File: config.mk
export PLATFORM = sky130hd
export DESIGN_NAME = irq_mask_arbiter
export DESIGN_NICKNAME = d
export VERILOG_FILES = /design/src/rtl/irq_mask_pkg.sv /design/src/rtl/irq_prio_enc.sv /design/src/rtl/irq_mask_regs.sv /design/src/rtl/irq_sel_latch.sv /design/src/rtl/irq_mask_arbiter.sv
export SDC_FILE = /design/constraint.sdc
export NUM_CORES = 1
export LEC_CHECK = 0
export ABC_AREA = 1
export CAP_MARGIN = 10
export CORE_AREA = 8 8 45 47
export DETAILED_ROUTE_END_ITERATION = 16
export DIE_AREA = 0 0 53 55
export DONT_BUFFER_PORTS = 1
export SYNTH_ARGS = -nofsm -noshare
export SYNTH_HDL_FRONTEND = slang
export SYNTH_SLANG_ARGS = --single-unit
File: constraint.sdc
create_clock -name clk -period 2 [get_ports clk]
set_input_delay 0.3 -clock clk [delete_from_list [all_inputs] [get_ports clk]]
set_output_delay 0.3 -clock clk [all_outputs]
set_load 0.005 [all_outputs]
File: src/rtl/irq_mask_pkg.sv
package irq_mask_pkg;
  // Which source updates the mask flags in a given cycle
  typedef enum logic [1:0] {
    UPD_NONE  = 2'd0,
    UPD_SW    = 2'd1,
    UPD_RTI   = 2'd2,
    UPD_ENTRY = 2'd3
  } upd_e;

  typedef struct packed {
    logic x;
    logic i;
  } mask_t;

  localparam mask_t MASK_RESET = '{x: 1'b1, i: 1'b1};
endpackage

File: src/rtl/irq_prio_enc.sv
module irq_prio_enc #(
  parameter int NUM_SRC = 8,
  localparam int IDXW = (NUM_SRC > 1) ? $clog2(NUM_SRC) : 1
) (
  input  logic               nmi_req,
  input  logic [NUM_SRC-1:0] mreq,
  input  logic               x_mask,
  input  logic               i_mask,
  output logic               nmi_win,
  output logic               mask_win,
  output logic               take,
  output logic [IDXW-1:0]    win_idx
);
  // Lowest set index; 0 when none set
  function automatic logic [IDXW-1:0] lowest_set(input logic [NUM_SRC-1:0] v);
    logic [IDXW-1:0] r;
    logic found;
    r = '0;
    found = 1'b0;
    for (int k = 0; k < NUM_SRC; k++) begin
      if (v[k] && !found) begin
        r = IDXW'(k);
        found = 1'b1;
      end
    end
    return r;
  endfunction

  logic nmi_open;
  logic any_mask;

  assign nmi_open = nmi_req & ~x_mask;
  assign any_mask = (|mreq) & ~i_mask;
  assign nmi_win  = nmi_open;
  assign mask_win = any_mask & ~nmi_open;
  assign take     = nmi_open | any_mask;
  assign win_idx  = nmi_open ? '0 : lowest_set(mreq);
endmodule

File: src/rtl/irq_mask_regs.sv
module irq_mask_regs
  import irq_mask_pkg::*;
(
  input  logic  clk,
  input  logic  rst_n,
  input  upd_e  upd,
  input  logic  sw_x,
  input  logic  sw_i,
  input  logic  rti_x,
  input  logic  rti_i,
  input  logic  nmi_win,
  output logic  x_mask,
  output logic  i_mask
);
  mask_t cur_q, nxt;

  always_comb begin
    nxt = cur_q;
    unique case (upd)
      UPD_ENTRY: begin
        nxt.i = 1'b1;
        if (nmi_win) nxt.x = 1'b1;
      end
      UPD_RTI: begin
        nxt.x = rti_x;
        nxt.i = rti_i;
      end
      UPD_SW: begin
        // software may only clear X
        nxt.x = cur_q.x & sw_x;
        nxt.i = sw_i;
      end
      default: nxt = cur_q;
    endcase
  end

  always_ff @(posedge clk or negedge rst_n) begin
    if (!rst_n) cur_q <= MASK_RESET;
    else        cur_q <= nxt;
  end

  assign x_mask = cur_q.x;
  assign i_mask = cur_q.i;
endmodule

File: src/rtl/irq_sel_latch.sv
module irq_sel_latch #(
  parameter int IDXW = 3
) (
  input  logic            clk,
  input  logic            rst_n,
  input  logic            cap,
  input  logic            nmi_win,
  input  logic [IDXW-1:0] win_idx,
  output logic [IDXW-1:0] sel_idx,
  output logic            sel_nmi
);
  always_ff @(posedge clk or negedge rst_n) begin
    if (!rst_n) begin
      sel_idx <= '0;
      sel_nmi <= 1'b0;
    end else if (cap) begin
      sel_idx <= win_idx;
      sel_nmi <= nmi_win;
    end
  end
endmodule

File: src/rtl/irq_mask_arbiter.sv
module irq_mask_arbiter
  import irq_mask_pkg::*;
#(
  parameter int NUM_SRC = 8,
  localparam int IDXW = (NUM_SRC > 1) ? $clog2(NUM_SRC) : 1
) (
  input  logic               clk,
  input  logic               rst_n,
  input  logic               nmi_req,
  input  logic [NUM_SRC-1:0] mreq,
  input  logic               sw_wr,
  input  logic               sw_x,
  input  logic               sw_i,
  input  logic               entry_stb,
  input  logic               rti_stb,
  input  logic               rti_x,
  input  logic               rti_i,
  output logic               x_mask,
  output logic               i_mask,
  output logic               take_irq,
  output logic [IDXW-1:0]    sel_idx,
  output logic               sel_nmi
);
  logic            nmi_win;
  logic            mask_win;
  logic [IDXW-1:0] win_idx;
  logic            entry_taken;
  upd_e            upd;

  irq_prio_enc #(.NUM_SRC(NUM_SRC)) u_enc (
    .nmi_req  (nmi_req),
    .mreq     (mreq),
    .x_mask   (x_mask),
    .i_mask   (i_mask),
    .nmi_win  (nmi_win),
    .mask_win (mask_win),
    .take     (take_irq),
    .win_idx  (win_idx)
  );

  assign entry_taken = entry_stb & take_irq;

  // precedence: taken entry, then return, then software write
  always_comb begin
    if (entry_taken)  upd = UPD_ENTRY;
    else if (rti_stb) upd = UPD_RTI;
    else if (sw_wr)   upd = UPD_SW;
    else              upd = UPD_NONE;
  end

  irq_mask_regs u_regs (
    .clk     (clk),
    .rst_n   (rst_n),
    .upd     (upd),
    .sw_x    (sw_x),
    .sw_i    (sw_i),
    .rti_x   (rti_x),
    .rti_i   (rti_i),
    .nmi_win (nmi_win),
    .x_mask  (x_mask),
    .i_mask  (i_mask)
  );

  irq_sel_latch #(.IDXW(IDXW)) u_sel (
    .clk     (clk),
    .rst_n   (rst_n),
    .cap     (entry_taken),
    .nmi_win (nmi_win),
    .win_idx (win_idx),
    .sel_idx (sel_idx),
    .sel_nmi (sel_nmi)
  );
endmodule

Yosys cells after proc, flatten, opt, wreduce, memory -nomap -nowiden
Cells that the tools add are included.
{ "totals": {"reg_bits": 6, "input_bits": 18, "output_inout_bits": 7, "wordCells": 52} }
{ "classes": {"n_eq_ne": 4, "mux": 20, "bitwise_logic": 7, "n_reduce_logical": 17} }
{ "op_table": {"columns": ["operator", "n"], "rows": [
  ["3-bit two-way mux", 5],
  ["1-bit two-way mux", 10],
  ["2-bit two-way mux", 4],
  ["8-bit OR reduction", 1],
  ["1-bit logical AND", 7],
  ["1-bit zero test", 7],
  ["2-bit one-hot mux with 3 select lines", 1],
  ["1-bit AND", 4],
  ["2-bit equality test, second input constant", 2],
  ["3-bit nonzero test", 1],
  ["2-bit by 1-bit equality test with 1-bit output, second input constant", 1],
  ["2-bit != test, second input constant", 1],
  ["1-bit NOT", 2],
  ["2-bit AND reduction", 1],
  ["1-bit bitwise OR", 1]
]} }

Logic depth before layout (Yosys ltp)
{ "depth": {"ltp_word": 23, "ltp_mapped": 12} }

By module
From an unflattened synthesis, not the netlist that was laid out.
{ "unflattened": {"cells_unflattened": 77, "area_unflattened_um2": 508.0} }
{ "by_module_without_submodules": {"columns": ["mod", "n_inst", "cells_each", "area_each_um2", "seq_area_each_um2"], "rows": [
  ["irq_mask_regs", 1, 24, 181.4, 52.6],
  ["irq_prio_enc", 1, 30, 155.1, 0.0],
  ["irq_sel_latch", 1, 17, 148.9, 100.1],
  ["irq_mask_arbiter", 1, 6, 22.5, 0.0]
]} }

Least setup slack after synthesis
No wires, ideal clock.
{ "synth_path": {"kind": "reg-to-reg", "startpoint": "reg u_regs.cur_q (netlist bit u_regs.x_mask)", "endpoint": "reg u_regs.cur_q (netlist bit u_regs.i_mask)", "setup_time_ns": 0.078, "arrival_time_ns": 1.576, "t_required_ns": 1.922, "path_slack_ns": 0.346, "path_stages_with_launch": 11, "path_buffers": 0, "path_cell_list": "dfstp_2 > inv_1 > nand2_1 > a21oi_1 > nor2_2 > inv_1 > ha_1 > a21oi_1 > nand2_1 > o21ai_0 > inv_1"} }
{ "synth_via": {"elab_chain_len": 7, "elab_cells_between_ends": 10} }
{ "synth_lines": {"columns": ["item", "line_no", "source"], "rows": [
  ["start, declared", "irq_mask_regs.sv:15", "mask_t cur_q, nxt;"],
  ["start signal, assigned", "irq_mask_regs.sv:39", "else cur_q <= nxt;"],
  ["1-bit NOT *", "irq_prio_enc.sv:32", "assign nmi_open = nmi_req & ~x_mask;"],
  ["1-bit AND *", "irq_prio_enc.sv:32", null],
  ["1-bit bitwise OR *", "irq_prio_enc.sv:36", "assign take = nmi_open | any_mask;"],
  ["1-bit AND *", "irq_mask_arbiter.sv:41", "assign entry_taken = entry_stb & take_irq;"],
  ["2-bit two-way mux *", "irq_mask_arbiter.sv:45", "if (entry_taken) upd = UPD_ENTRY;"],
  ["2-bit by 1-bit equality test with 1-bit output / 2-bit equality test (equally long branches)", "irq_mask_regs.sv:19", "unique case (upd)"],
  ["2-bit one-hot mux with 3 select lines / 3-bit nonzero test (equally long branches)", null, null]
]} }
Every way passes the cells marked *; elsewhere a longest branch is shown, timed or not.
A chain may end at the register's enable or synchronous reset.

Final worst setup path
Same ends and word-level chain as after synthesis.

==> results.toml <==
[logic_synthesis]
syn_nets = 94
ys_async_sr_fraction_pct = 100.0
yosysTopAreaCell = "dfrtp_1"
ys_seq_area_share_pct = 31.04
synth.area.top_cells = "dfrtp_1 20%, nand2_1 13%, dfstp_2 11%"
yosysMostFrequentCell = "nand2_1"
synthTopCellsByCount = "17 x nand2_1, 14 x inv_1, 7 x nor2_1"
syn_area_per_cell_sq_um = 6.829
synth_area_sq_um = 491.7
synth-seq-cells = 6
synth_flop_cell = "dfrtp_1"
yosys.cell_types.count = 16
synthCells = 72
synth.top_cell.area_share_pct = 20.36
yosys_warnings = 0
synth_edf_count = 0

[floorplan]
fp.dieArea_sq_um = 2915
dieHeight_um = 55
die_x_um = 53
fp-row-count = 14
initial_core_util_pct = 35.53
pin_count = 25
core_sq_um = 1384

[routing]
ant_nets = 0
wirelength_um = 1142
vias = 443
drt_pass1_iterations = 4
drc_errors = 0
via_per_inst = 4.763
drtIter0Drc = 7
post_drt_wl_per_cell_um = 12.28

[sta]
setup_ws_ns = 0.2697
fmax_ghz = 0.5779
slew_violations = 0
hold_viol = 0
rsz0062_at_grt = "no"
relSlewSlack_pct = 81.08
final.period_utilization_pct = 86.51
finalSetupViolCount = 0
tns_ns = 0
worstMarginPinSlew_ns = 0.2828
skew_ns = 0.01178
finalCriticalPeriod_ns = 1.730

[cells_and_area]
fin_nets = 100
syn_to_final_growth_pct = 11.96
antenna-diode-count = 0
multi_input_area_sq_um = 289.0
nFillCells = 154
design_area_sq_um = 550.5
fin_util_pct = 39.78
drive_above_1_share_pct = 18.18
regArea_sq_um = 152.6

[placed_design]
portBuffers = 0
pre_cts_ws_ns = 0.1666
dp_hpwl_um = 963.2
place_area_sq_um = 511.7
place_congestion = 0.7298

[critical_path]
startpoint = "u_regs.x_mask"
rr_startpoint = "u_regs.x_mask"
crit_buf_inv = 3
worstSetupEndpointType = "flip-flop"
critical_path_class = "flip-flop to flip-flop"
path_max_fanout = 7
crit_family = "flip-flops"
crit_path_max_incr_delay_ns = 0.57
startpoint_type = "flip-flop"
path_cells = "inv_1, nand2_2, a21oi_1, nor2_2, inv_1, ha_1, a21oi_1, nand2_1, o21ai_0, inv_1"
cpMostUsedCell = "inv_1"
slowest_stage = "dfstp_2"
cp.required_ns = 2.17
worst_ep_arrival_time_ns = 1.90

[power]
p_per_area_nw_per_um2 = 1015
design_power_total_uw = 559.0
p_leak_nw = 0.2967
ir_drop_mv = 0.4297

[min_path]
hold_path_class = "primary input to flip-flop"
hp-start = "sw_x"

[clocking]
post_cts_buffers = 0
tritoncts = "done"
root_buffer = "clkbuf_4"
clk_latency_ns = 0.25
htreeDepth = 1
cts_buffers = 3
cts_sinks = 6
clk_pin_slew_ns = 0.04
clockBufferDepth = 2

[global_routing]
gr-total-overflow = 0
grt_pass1_vias = 463
antenna_found_initial = 0
grt_max_degree = 8
track_usage_pct = 8.333
grt_pass1_wl_um = 1828

[outcome]
status = "complete, no violations"

[flow_run]
maxCapViolations = 0
==> kinds of logic after synthesis <==
logic type | share of synthesized area (%)
and+or+nand+nor | 31.55
AOI/OAI and AO/OA | 16.54
buffers and inverters | 10.69
DFF | 31.04
adders and majority gates | 10.18
==> layer usage <==
layer  GRT usage [%]  share of wire [%]  vias up
met5               0                  0        -
met4           1.293                  0        0
met3           5.615                 15        0
met2           14.84                 47       20
met1           7.975                 38      191
li1                -                  -      232
==> area by class of cell <==
type	count	area share (%)
clock buffers	4	4.773
inverters	14	9.545
multi-input cells	52	52.50
flip-flops and latches	6	27.73
well taps	16	3.636
repair buffers	1	1.818
==> registers in the layout, summed over array words and instances, names as in the netlist <==
name	flops
u_regs.i_mask	1
u_regs.x_mask	1
u_sel.sel_idx	3
u_sel.sel_nmi	1
==> stage by stage <==
step | cells | hold slack [ns]
finish | 93 | 0.1958
global route | 93 | 0.2040
CTS | 93 | 0.1919
detailed placement | 88 | 0.004544
global placement | 88 | 0.004564
floorplan | 72 | 0.004409
==> worst register-to-register path: cells and delay by family, from the launching register on <==
| family | cells | cell delay (ns) |
|---|---|---|
| compound gates | 3 | 0.30 |
| fa+ha+maj | 1 | 0.28 |
| buf+inv | 3 | 0.19 |
| flops | 1 | 0.57 |
| simple gates | 3 | 0.31 |
==> timing repair <==
| action | 4_1_cts | 5_1_grt |
|---|---|---|
| endpoints found under the hold margin | 6 | 0 |
| endpoints found under the setup margin | 0 | 2 |
| hold buffers | 1 | 0 |
| gates resized for setup | 0 | 1 |
==> final timing paths <==
kind / to / slack, ns / cells past startpoint
worst max-delay path: u_regs.i_mask / 0.27 / 10
worst min-delay path: u_regs.x_mask / 0.20 / 2
worst max register to register: u_regs.i_mask / 0.27 / 10
worst min register to register: u_sel.sel_idx[0] / 0.51 / 2
max in group asynchronous: u_regs.x_mask / 1.35 / 1
min in group asynchronous: u_sel.sel_nmi / 0.36 / 1
==> cells in the final DEF, fill, tap and decap left out <==
cell	netlist	routed
a21oi_1	6	6
dfstp_2	2	2
o21bai_2	1	1
o21ai_0	4	4
nor2_1	7	7
clkbuf_4	0	3
o21bai_1	1	1
nand3_1	2	2
clkbuf_1	0	1
dfrtp_1	4	4
inv_1	14	14
nand2_4	1	1
nand2_2	3	4
nand4_1	1	1
a31oi_1	2	2
nand2_1	17	16
dlygate4sd3_1	0	1
nor2_2	3	3
ha_1	4	4
==> power breakdown <==
part | switching (mW) | total [mW] | internal [mW]
registers | 0.0473 | 0.233 | 0.186
clock network | 0.0443 | 0.120 | 0.0756
logic | 0.125 | 0.206 | 0.0807
total | 0.217 | 0.559 | 0.342
Note: power is estimated with default switching activity, not from simulation.
